**config.mk**
```make
export PLATFORM = sky130hd
export DESIGN_NAME = twi_byte_fifo
export DESIGN_NICKNAME = d
export VERILOG_FILES = /design/src/rtl/twi_byte_fifo.sv
export SDC_FILE = /design/constraint.sdc
export NUM_CORES = 1
export LEC_CHECK = 0
export BUFFER_PORTS_ARGS = -buffer_cell sky130_fd_sc_hd__buf_4
export CORE_MARGIN = 4
export CORE_UTILIZATION = 45
export DETAILED_ROUTE_END_ITERATION = 16
export PLACE_DENSITY = 0.83
export SLEW_MARGIN = 30
export SYNTH_ARGS = -nofsm -noshare
export SYNTH_HDL_FRONTEND = slang
export SYNTH_SLANG_ARGS = --single-unit
export TNS_END_PERCENT = 100
```
**constraint.sdc**
```tcl
create_clock -name clk -period 3 [get_ports clk]
set_input_delay 0.9 -clock clk [delete_from_list [all_inputs] [get_ports clk]]
set_output_delay 0.9 -clock clk [all_outputs]
set_load 0.05 [all_outputs]
```
**src/rtl/twi_byte_fifo.sv**
```systemverilog
module twi_byte_fifo #(
  parameter int BUS_W = 32
) (
  input  logic             clk,
  input  logic             rst_n,
  input  logic             tx_wr,
  input  logic             tx_wide,
  input  logic [15:0]      tx_wdata,
  output logic             tx_wait,
  input  logic             rx_rd,
  output logic [BUS_W-1:0] rx_rdata,
  output logic             rx_wait,
  output logic [1:0]       tx_level,
  output logic [1:0]       rx_level,
  output logic             rx_overflow,
  input  logic             ovf_clear,
  input  logic             ser_tx_pop,
  output logic [7:0]       ser_tx_data,
  output logic             ser_tx_valid,
  input  logic             ser_rx_push,
  input  logic [7:0]       ser_rx_data
);
  localparam int PAD_W = BUS_W - 8;

  logic [7:0] tx_mem [0:1];
  logic       tx_rp, tx_wp;
  logic [1:0] tx_cnt;
  logic [7:0] rx_mem [0:1];
  logic       rx_rp, rx_wp;
  logic [1:0] rx_cnt;

  wire tx_full  = tx_cnt == 2'd2;
  wire tx_empty = tx_cnt == 2'd0;
  wire rx_full  = rx_cnt == 2'd2;
  wire rx_empty = rx_cnt == 2'd0;

  assign tx_wait = tx_wr && (tx_wide ? !tx_empty : tx_full);
  assign rx_wait = rx_rd && rx_empty;

  wire tx_take  = tx_wr && !tx_wait;
  wire tx_byte  = tx_take && !tx_wide;
  wire tx_pair  = tx_take && tx_wide;
  wire tx_pop   = ser_tx_pop && !tx_empty;
  wire rd_take  = rx_rd && !rx_wait;
  wire rx_put   = ser_rx_push && (!rx_full || rd_take);
  wire rx_drop  = ser_rx_push && !rx_put;

  assign tx_level     = {tx_cnt[1], tx_cnt[1] | tx_cnt[0]};
  assign rx_level     = {rx_cnt[1], rx_cnt[1] | rx_cnt[0]};
  assign ser_tx_data  = tx_mem[tx_rp];
  assign ser_tx_valid = !tx_empty;
  assign rx_rdata     = {{PAD_W{1'b0}}, rx_mem[rx_rp]};

  always_ff @(posedge clk) begin
    if (!rst_n) begin
      tx_mem[0] <= '0;
      tx_mem[1] <= '0;
    end else if (tx_pair) begin
      tx_mem[tx_wp]  <= tx_wdata[7:0];
      tx_mem[~tx_wp] <= tx_wdata[15:8];
    end else if (tx_byte) begin
      tx_mem[tx_wp]  <= tx_wdata[7:0];
    end
  end

  always_ff @(posedge clk) begin
    if (!rst_n) begin
      tx_rp  <= 1'b0;
      tx_wp  <= 1'b0;
      tx_cnt <= 2'd0;
    end else begin
      if (tx_byte) tx_wp <= ~tx_wp;
      if (tx_pop)  tx_rp <= ~tx_rp;
      if (tx_pair)                tx_cnt <= 2'd2;
      else if (tx_byte && !tx_pop) tx_cnt <= tx_cnt + 2'd1;
      else if (!tx_byte && tx_pop) tx_cnt <= tx_cnt - 2'd1;
    end
  end

  always_ff @(posedge clk) begin
    if (!rst_n) begin
      rx_mem[0] <= '0;
      rx_mem[1] <= '0;
    end else if (rx_put) begin
      rx_mem[rx_wp] <= ser_rx_data;
    end
  end

  always_ff @(posedge clk) begin
    if (!rst_n) begin
      rx_rp       <= 1'b0;
      rx_wp       <= 1'b0;
      rx_cnt      <= 2'd0;
      rx_overflow <= 1'b0;
    end else begin
      if (rx_put)  rx_wp <= ~rx_wp;
      if (rd_take) rx_rp <= ~rx_rp;
      if (rx_put && !rd_take)      rx_cnt <= rx_cnt + 2'd1;
      else if (!rx_put && rd_take) rx_cnt <= rx_cnt - 2'd1;
      if (rx_drop)        rx_overflow <= 1'b1;
      else if (ovf_clear) rx_overflow <= 1'b0;
    end
  end
endmodule


```
-- Word-level counts from Yosys, hierarchy flattened
Memories as Yosys holds them, arrays and structs flattened. A register that Yosys moved wholly into a read port is not among the register bits.
Index checks and enable logic that the tools add are counted.
W data, S select, Z words.
- add/subtract/negate cells: 4
- mux-type cells: 33
- bitwise logic cells: 8
- reductions and logical operators: 33
- eq/ne operators: 2
- operator list (operator ; number):
    $mux W8 ; 4
    $mux W1 ; 24
    $reduce_or A8 Y1 ; 3
    $logic_and A1 B1 Y1 ; 13
    $mux W2 ; 5
    $logic_not A1 Y1 ; 9
    $reduce_bool A2 Y1 ; 3
    $not A1 Y1 ; 5
    $add A2 B1 Y2 const B ; 2
    $eq A2 B2 Y1 const B ; 2
    $logic_not A2 Y1 ; 2
    $sub A2 B1 Y2 const B ; 2
    $or A1 B1 Y1 ; 3
    $reduce_bool A3 Y1 ; 1
    $reduce_or A2 Y1 ; 1
    $logic_or A1 B1 Y1 ; 1
- input port bits: 32
- memories kept: 2
- RAM bits: 32
- bits in registers: 9
- memories (name ; words ; bits a word ; rd ports ; clocked after Yosys merged registers in ; wr ports ; line ; source):
    rx_mem ; 2 ; 8 ; 1 ; 1 ; 2 ; 28 ; logic [7:0] rx_mem [0:1];
    tx_mem ; 2 ; 8 ; 1 ; 1 ; 2 ; 25 ; logic [7:0] tx_mem [0:1];

-- Logic depth before layout (Yosys ltp)
Gate-level depths: netlist of the first run.
- word-level depth: 14
- depth in mapped cells: 8

-- Worst setup path before layout of the first run
Ideal clock, no wire load.
- path kind: input to output
- start point: in tx_wide
- end point: out tx_wait
- data required time: 2.100 ns
- stages: 2
- setup slack: 0.443 ns
- buffers on the path: 0
- arrival time: 1.657 ns
- cell sequence: a21oi_1 > nor2b_1
- word-level cells in the longest chain between the ends: 2
- RTL lines (element ; line ; source):
    start: declaration ; 7 ; input logic tx_wide,
    $mux W1 ; 37 ; assign tx_wait = tx_wr && (tx_wide ? !tx_empty : tx_full);
    $logic_and A1 B1 Y1 ; 37 ;
    end: declaration ; 9 ; output logic tx_wait,
No other way between the ends.

-- Final worst setup path of the first run
- start point: reg tx_cnt[1]
- end point: out tx_wait
- word-level cells in the longest chain between the ends: 4
- elaborated cells on any way between the ends: 5
- RTL lines (element ; line ; source):
    start: declaration ; 27 ; logic [1:0] tx_cnt;
    start signal: assignment ; 75 ; else if (tx_byte && !tx_pop) tx_cnt <= tx_cnt + 2'd1;
    start signal: assignment ; 76 ; else if (!tx_byte && tx_pop) tx_cnt <= tx_cnt - 2'd1;
    $logic_not A2 Y1 ; 33 ; wire tx_empty = tx_cnt == 2'd0;
    $logic_not A1 Y1 ; 37 ;
    $mux W1 (*) ; 37 ;
    $logic_and A1 B1 Y1 (*) ; 37 ;
Every way passes the cells marked *; elsewhere a longest branch is shown, timed or not.

==> results of run 1 <==
==> sequential cells by signal, indices dropped and copies added, names as in the netlist, named ones only <==
name / count
rx_mem: 16
rx_overflow: 1
tx_rp: 1
rx_wp: 1
tx_mem: 16
rx_rp: 1
tx_cnt: 2
tx_wp: 1
rx_cnt: 2
==> cell type report <==
cell class	instances	area, um^2	area share [%]
Inverter	8	30.0	1.10
Clock inverter	2	12.5	0.458
Multi-Input combinational cell	129	907	33.2
Sequential cell	43	1180	43.3
Tap cell	67	83.8	3.07
Clock buffer	6	72.6	2.66
Timing Repair Buffer	59	443	16.2
==> cell usage after synthesis, drive strengths merged <==
cell type | instances | share of area, %
o21ai | 6 | 1.3
o211ai | 1 | 0.33
buf | 30 | 9.6
or3 | 4 | 1.1
ha | 3 | 1.7
a21oi | 5 | 1.1
and3 | 16 | 4.4
nand3 | 1 | 0.22
a22o | 16 | 6.2
a211oi | 1 | 0.55
or3b | 2 | 0.89
edfxtp | 32 | 43
a2111oi | 1 | 1.2
mux2 | 17 | 8.5
xor2 | 4 | 1.6
nand2 | 5 | 0.83
o22ai | 1 | 0.28
nor2b | 3 | 0.94
nand2b | 2 | 0.55
dfxtp | 11 | 9.7
and2 | 2 | 0.55
inv | 8 | 1.3
nor3 | 1 | 0.72
nor2 | 9 | 1.6
conb | 1 | 0.17
a21o | 1 | 0.33
a311o | 1 | 0.44
clkbuf | 3 | 0.50
or2 | 3 | 0.83
==> cell usage in the layout (no fill, tap or decap), drive strengths merged, types with 4 or more instances in the layout <==
master	Yosys	layout
buf	30	59
edfxtp	32	32
conb	1	24
mux2	17	17
a22o	16	16
and3	16	16
dfxtp	11	11
nor2	9	9
inv	8	8
o21ai	6	6
clkbuf	3	6
nand2	5	5
a21oi	5	5
or3	4	4
xor2	4	4
==> cell families (layout without fill, tap and decap cells) <==
group                    after synthesis  after routing
AND/OR/NAND/NOR                       48             48
buffers and inverters                 41             75
other                                  1             24
adder cells (fa/ha/maj)                3              3
AO/OA/AOI/OAI                         33             33
flip-flops                            43             43
multiplexers                          17             17
XOR/XNOR                               4              4
==> where the power goes <==
group / switching [mW] / leakage, nW / internal, mW
logic: 0.618 / 0.783 / 0.304
clock network: 0.189 / 0.0412 / 0.163
registers: 0.0860 / 0.429 / 0.744
==> worst max-delay path: cells and delay by family, from the launching register on <==
family                 cells  cell delay, ps
and+or+nand+nor            2             500
DFF                        1             460
buffers and inverters      1             200
AOI/OAI and AO/OA          1              70
==> path summary, 6_finish.rpt <==
kind         cells after the start  slack [ps]                      to              startpoint
max                              4         580                 tx_wait  tx_cnt[1]$_SDFFE_PN0P_
max reg2reg                      3         870  tx_mem[1][5]$_DFFE_PP_  tx_cnt[0]$_SDFFE_PP0P_
min reg2reg                      2         510                register      tx_rp$_SDFFE_PN0P_
min                              2         510                register      tx_rp$_SDFFE_PN0P_
==> per-layer routing <==
layer	up-vias	global-route usage (%)
li1	750	-
met1	724	16.3
met2	43	24.8
met3	6	4.65
met4	0	4.81
met5	-	0
==> impl_metrics.tcl, run 1 <==
set metrics [dict create \
    first_pass_iters 4 \
    ant_nets 0 \
    die_w_um 78.9 \
    hpwl_um 3300 \
    grt.overflow.total 0 \
    netlist_area_mm2 0.00226 \
    synth_compound_gate_area_share_pct 11.8 \
    hold_class "reg -> reg" \
    portBuffers 55 \
    power.density_mw_per_mm2 770 \
    worstPathRequired_ps 2100 \
    initial_core_util_pct 47.2 \
    cp_slowest_cell "dfxtp_1" \
    start_kind "register" \
    ys_seq_area_share_pct 52.3 \
    clock_latency_ps 290 \
    nets 281 \
    clock.fmax_mhz 413 \
    fin_crit_sh_pct 80.7 \
    cts_resized 0 \
    synth_xor_area_share_pct 1.55 \
    fin_crit_ps 2420 \
    status "finished clean" \
    dp_cells 306 \
    slew_headroom_pct 57.5 \
    cp_slowest_stage_delay_ps 460 \
    crit_chain "nor2b_2, a21oi_1, nor2b_1, buf_4" \
    routed_wl_um 4310 \
    nFillCells 437 \
    rsz0062_at_grt "no" \
    core_area_mm2 0.00479 \
    design.die.area_mm2 0.00622 \
    setup.worst_path.class "reg -> out" \
    irDropWorstVdd_mv 0.637 \
    maxSlewViolCount 0 \
    grt_first_pass_wirelength_um 6790 \
    layout-drive-gt1-share_pct 30.0 \
    ys_warn_count 0 \
    finalWorstSetupSlack_ps 580 \
    final_cell_count_no_fill 314 \
    area_growth_pct 20.8 \
    drc 0 \
    antenna_found_initial 0 \
    num_antenna_cells 0 \
    root_buffer "clkbuf_8" \
    vias 1523 \
    wirelength_met1_um 1690 \
    crit_arrival_ps 1520 \
    netlist_instances 190 \
    place_area_mm2 0.00265 \
    clock_tree.buffer_depth 2 \
    cts_tree "built" \
    synthAdderAreaFrac_pct 1.66 \
    place_congestion 0.753 \
    num_rows 25 \
    setup_tns_ps 0 \
    ys_types 36 \
    grt_start_max_net_pins 20 \
    dp_slack_ps 451 \
    top_layer "met4" \
    yosys.area_share.simple_pct 12.7 \
    cts.sinks 43 \
    finalSetupViolCount 0 \
    grt_usage_pct 14.2 \
    design_area_mm2 0.00273 \
    total_power_mw 2.10 \
    cts-buffers-inserted 5 \
    clk_pin_slew_ps 80 \
    wl_met2_um 2280 \
    drt-initial-drc-count 55 \
    final_hold_viol_count 0 \
    cts_hold_buf 0 \
    timing.hold.ws_ps 513 \
    post_cts_buffers 0 \
    synthMuxAreaShare_pct 8.47 \
    wl_per_cell_um 13.7 \
    p_leak_nw 1.25 \
    synth.avg_cell_area_um2 11.9 \
    viasPerCell 4.85 \
    worst_slew_pin_slew_ps 636 \
    fin_skew_ps 9.41 \
    fin_util_pct 57.0 \
    htree_levels 2 \
    synth_top_family_by_area "simple AND/OR/NAND/NOR gates" \
    met3_wirelength_um 280 \
    path_max_fanout 8 \
    cap_violations 0 \
    grt_pass1_vias 1479 \
    ys_ff_latch 43 \
    end_kind "output port" \
    io_pins 80 \
    dieHeight_um 78.9 \
]
No activity file was read; power rests on OpenSTA's default activity.
==> run 2: changes to the inputs <==
--- a/config.mk
+++ b/config.mk
@@ -5,11 +5,12 @@
 export SDC_FILE = /design/constraint.sdc
 export NUM_CORES = 1
 export LEC_CHECK = 0
+export ABC_AREA = 1
 export BUFFER_PORTS_ARGS = -buffer_cell sky130_fd_sc_hd__buf_4
 export CORE_MARGIN = 4
 export CORE_UTILIZATION = 45
 export DETAILED_ROUTE_END_ITERATION = 16
-export PLACE_DENSITY = 0.83
+export PLACE_DENSITY = 0.86
 export SLEW_MARGIN = 30
 export SYNTH_ARGS = -nofsm -noshare
 export SYNTH_HDL_FRONTEND = slang
==> constraint.sdc (replaced) <==
create_clock -name clk -period 2.2 [get_ports clk]
set_input_delay 0.66 -clock clk [delete_from_list [all_inputs] [get_ports clk]]
set_output_delay 0.66 -clock clk [all_outputs]
set_load 0.05 [all_outputs]
==> impl_metrics.tcl, run 2 <==
set metrics [dict create \
    finalSetupViolCount 0 \
    ys_seq_area_share_pct 50.3 \
    cts-buffers-inserted 5 \
    p_sw_mw 1.33 \
    nets 338 \
    synth_area_leader_cell "edfxtp_1" \
    ys_types 24 \
    hpwl_um 3340 \
    cap_violations 0 \
    antenna_found_initial 0 \
    reg2reg_slack_ps 660 \
    dieHeight_um 80.2 \
    cts_tree "built" \
    yosys-top-cells-area "edfxtp_1 41%, dfxtp_1 9.4%, buf_4 9.3%" \
    final_hold_viol_count 0 \
    die_w_um 80.2 \
    clkPwrFrac_pct 14.9 \
    path_max_fanout 8 \
    wl_per_cell_um 12.1 \
    design_area_mm2 0.00279 \
    clk_pin_slew_ps 70 \
    internal-power_mw 1.68 \
    layout-drive-gt1-share_pct 30.4 \
    drt-initial-drc-count 114 \
    ys_warn_count 0 \
    synth.avg_cell_area_um2 9.46 \
    multi_input_area_um2 900 \
    seqCellArea_mm2 0.00118 \
    cts_hold_buf 0 \
    num_antenna_cells 0 \
    initial_core_util_pct 46.2 \
    rr_worst_depth 6 \
    reg_top3 "rx_mem x16, tx_mem x16" \
    cts.sinks 43 \
    place_area_mm2 0.00272 \
    seqPwrFrac_pct 37.3 \
    reg2reg_to "tx_mem[1][5]$_DFFE_PP_" \
    first_pass_iters 4 \
    synthArstFlopShare_pct 0 \
    start_kind "register" \
    ant_nets 0 \
    clock_latency_ps 280 \
    design.die.area_mm2 0.00643 \
    ys.flop_type "edfxtp_1" \
    netlist_area_mm2 0.00235 \
    hold_class "reg -> reg" \
    fin_skew_ps 4.83 \
    rsz0062_at_grt "no" \
    final_cell_count_no_fill 373 \
    root_buffer "clkbuf_8" \
    dp_cells 366 \
    final_cell_mix "61 x buf_4, 42 x nand3_1, 41 x nand2_1" \
    synth_top_area_share_pct 41.0 \
    irDropWorstVdd_mv 0.767 \
    synth_edf_count 32 \
    switching_share_pct 44.3 \
    grt_usage_pct 14.6 \
    viasPerCell 4.83 \
    clock_tree.buffer_depth 2 \
    crit_arrival_ps 1430 \
    power.density_mw_per_mm2 1080 \
    cts_resized 0 \
    core_area_mm2 0.00507 \
    grt_first_pass_wirelength_um 7350 \
    worstPathRequired_ps 1540 \
    fin_crit_ps 2090 \
    post_cts_buffers 0 \
    clock.fmax_mhz 479 \
    fin_crit_sh_pct 95.0 \
    grt.overflow.total 0 \
    comb_power_share_pct 47.8 \
    post-synth-top-count-cell "nand3_1" \
    io_pins 80 \
    grt_pass1_vias 1686 \
    grt_start_max_net_pins 21 \
    setup.worst_path.end "ser_tx_data[3]" \
    setup.worst_path.class "reg -> out" \
    layout.cells.most_common "buf_4" \
    vias 1802 \
    end_kind "output port" \
    drc 0 \
    status "finished clean" \
    area_growth_pct 19.1 \
    routed_wl_um 4510 \
    portBuffers 55 \
    p_leak_nw 1.37 \
    num_rows 26 \
    setup_tns_ps 0 \
    nFillCells 455 \
    r2r_start "tx_cnt[0]$_SDFFE_PP0P_" \
    maxSlewViolCount 0 \
    htree_levels 2 \
    ys_ff_latch 43 \
    synthTopCellsByCount "42 x nand3_1, 41 x nand2_1, 32 x edfxtp_1, 29 x buf_4, 26 x nor2_1" \
    place_congestion 0.795 \
    netlist_instances 248 \
]
[run 2: changes by cell type in the layout (fill, tap and decap cells not counted), sizes merged, moves of 3 or more]
cell	previous run	this run
nand3	1	43
nand2	5	42
nor2	9	28
a22o	16	0
and3	16	0
inv	8	24
o21ai	6	1
nand4	0	4
or3	4	0
a21oi	5	2
nor2b	3	0
[run 2: area by class of cell]
| type | count | area share [%] |
|---|---|---|
| Clock buffer | 5 | 2.46 |
| Tap cell | 70 | 3.13 |
| Sequential cell | 43 | 42.3 |
| Multi-Input combinational cell | 168 | 32.2 |
| Inverter | 24 | 3.22 |
| Clock inverter | 2 | 0.313 |
| Timing Repair Buffer | 61 | 16.4 |
[run 2: stage by stage]
stage / power (mW) / util, % / setup slack (ps) / hold slack [ps]
2_1_floorplan: 2.29 / - / 18.4 / 423
3_3_place_gp: 2.55 / 53.5 / 341 / 433
3_5_place_dp: 2.58 / 53.5 / 311 / 444
4_1_cts: 3.03 / 55.1 / 94.8 / 458
5_1_grt: 3.18 / 55.1 / 55.2 / 489
6_report: 3.01 / 55.1 / 111 / 456
[run 2: layer usage]
metal	routed length (um)	share of wire [%]	vias to the layer above	GRT usage, %
met5	0	0	-	0
met4	52	1.2	0	4.90
met3	347	7.7	6	3.14
met2	2340	52	93	26.0
met1	1770	39	828	17.2
li1	-	-	875	-
[run 2: worst max-delay path, cell delays in order, from the launching register on]
cell	delay, ps
dfxtp_1	550
mux2_2	400
buf_4	190
[run 2: how the worst min path moves through the flow]
stage                                        end                   start  cells after the start  slack [ps]
final                     rx_cnt[0]$_SDFFE_PN0P_  rx_cnt[0]$_SDFFE_PN0P_                      1         460
after global routing      rx_cnt[0]$_SDFFE_PN0P_  rx_cnt[0]$_SDFFE_PN0P_                      1         490
after CTS                 rx_cnt[0]$_SDFFE_PN0P_  rx_cnt[0]$_SDFFE_PN0P_                      1         460
after detailed placement  rx_cnt[0]$_SDFFE_PN0P_  rx_cnt[0]$_SDFFE_PN0P_                      1         440
after global placement    rx_cnt[0]$_SDFFE_PN0P_  rx_cnt[0]$_SDFFE_PN0P_                      1         430
after floorplan           rx_cnt[0]$_SDFFE_PN0P_  rx_cnt[0]$_SDFFE_PN0P_                      1         420
[run 2: power groups by stage]
stage	registers (mW)	logic, mW	clock network, mW
final	1.13	1.44	0.448
after floorplan	1.09	1.20	0
after CTS	1.13	1.44	0.462
after detailed placement	1.14	1.44	0
after global placement	1.14	1.41	0
after global routing	1.14	1.55	0.485
[run 2: cells by family (layout without fill, tap and decap cells)]
kind of cell	Yosys count	count (layout)	share of synthesized area, %
AND/OR/NAND/NOR	118	118	23.1
flip-flops	43	43	50.3
XOR/XNOR	3	3	1.12
buffers and inverters	60	92	15.0
AO/OA/AOI/OAI	4	4	0.960
adder cells (fa/ha/maj)	3	3	1.60
other	1	24	0.160
multiplexers	16	16	7.68
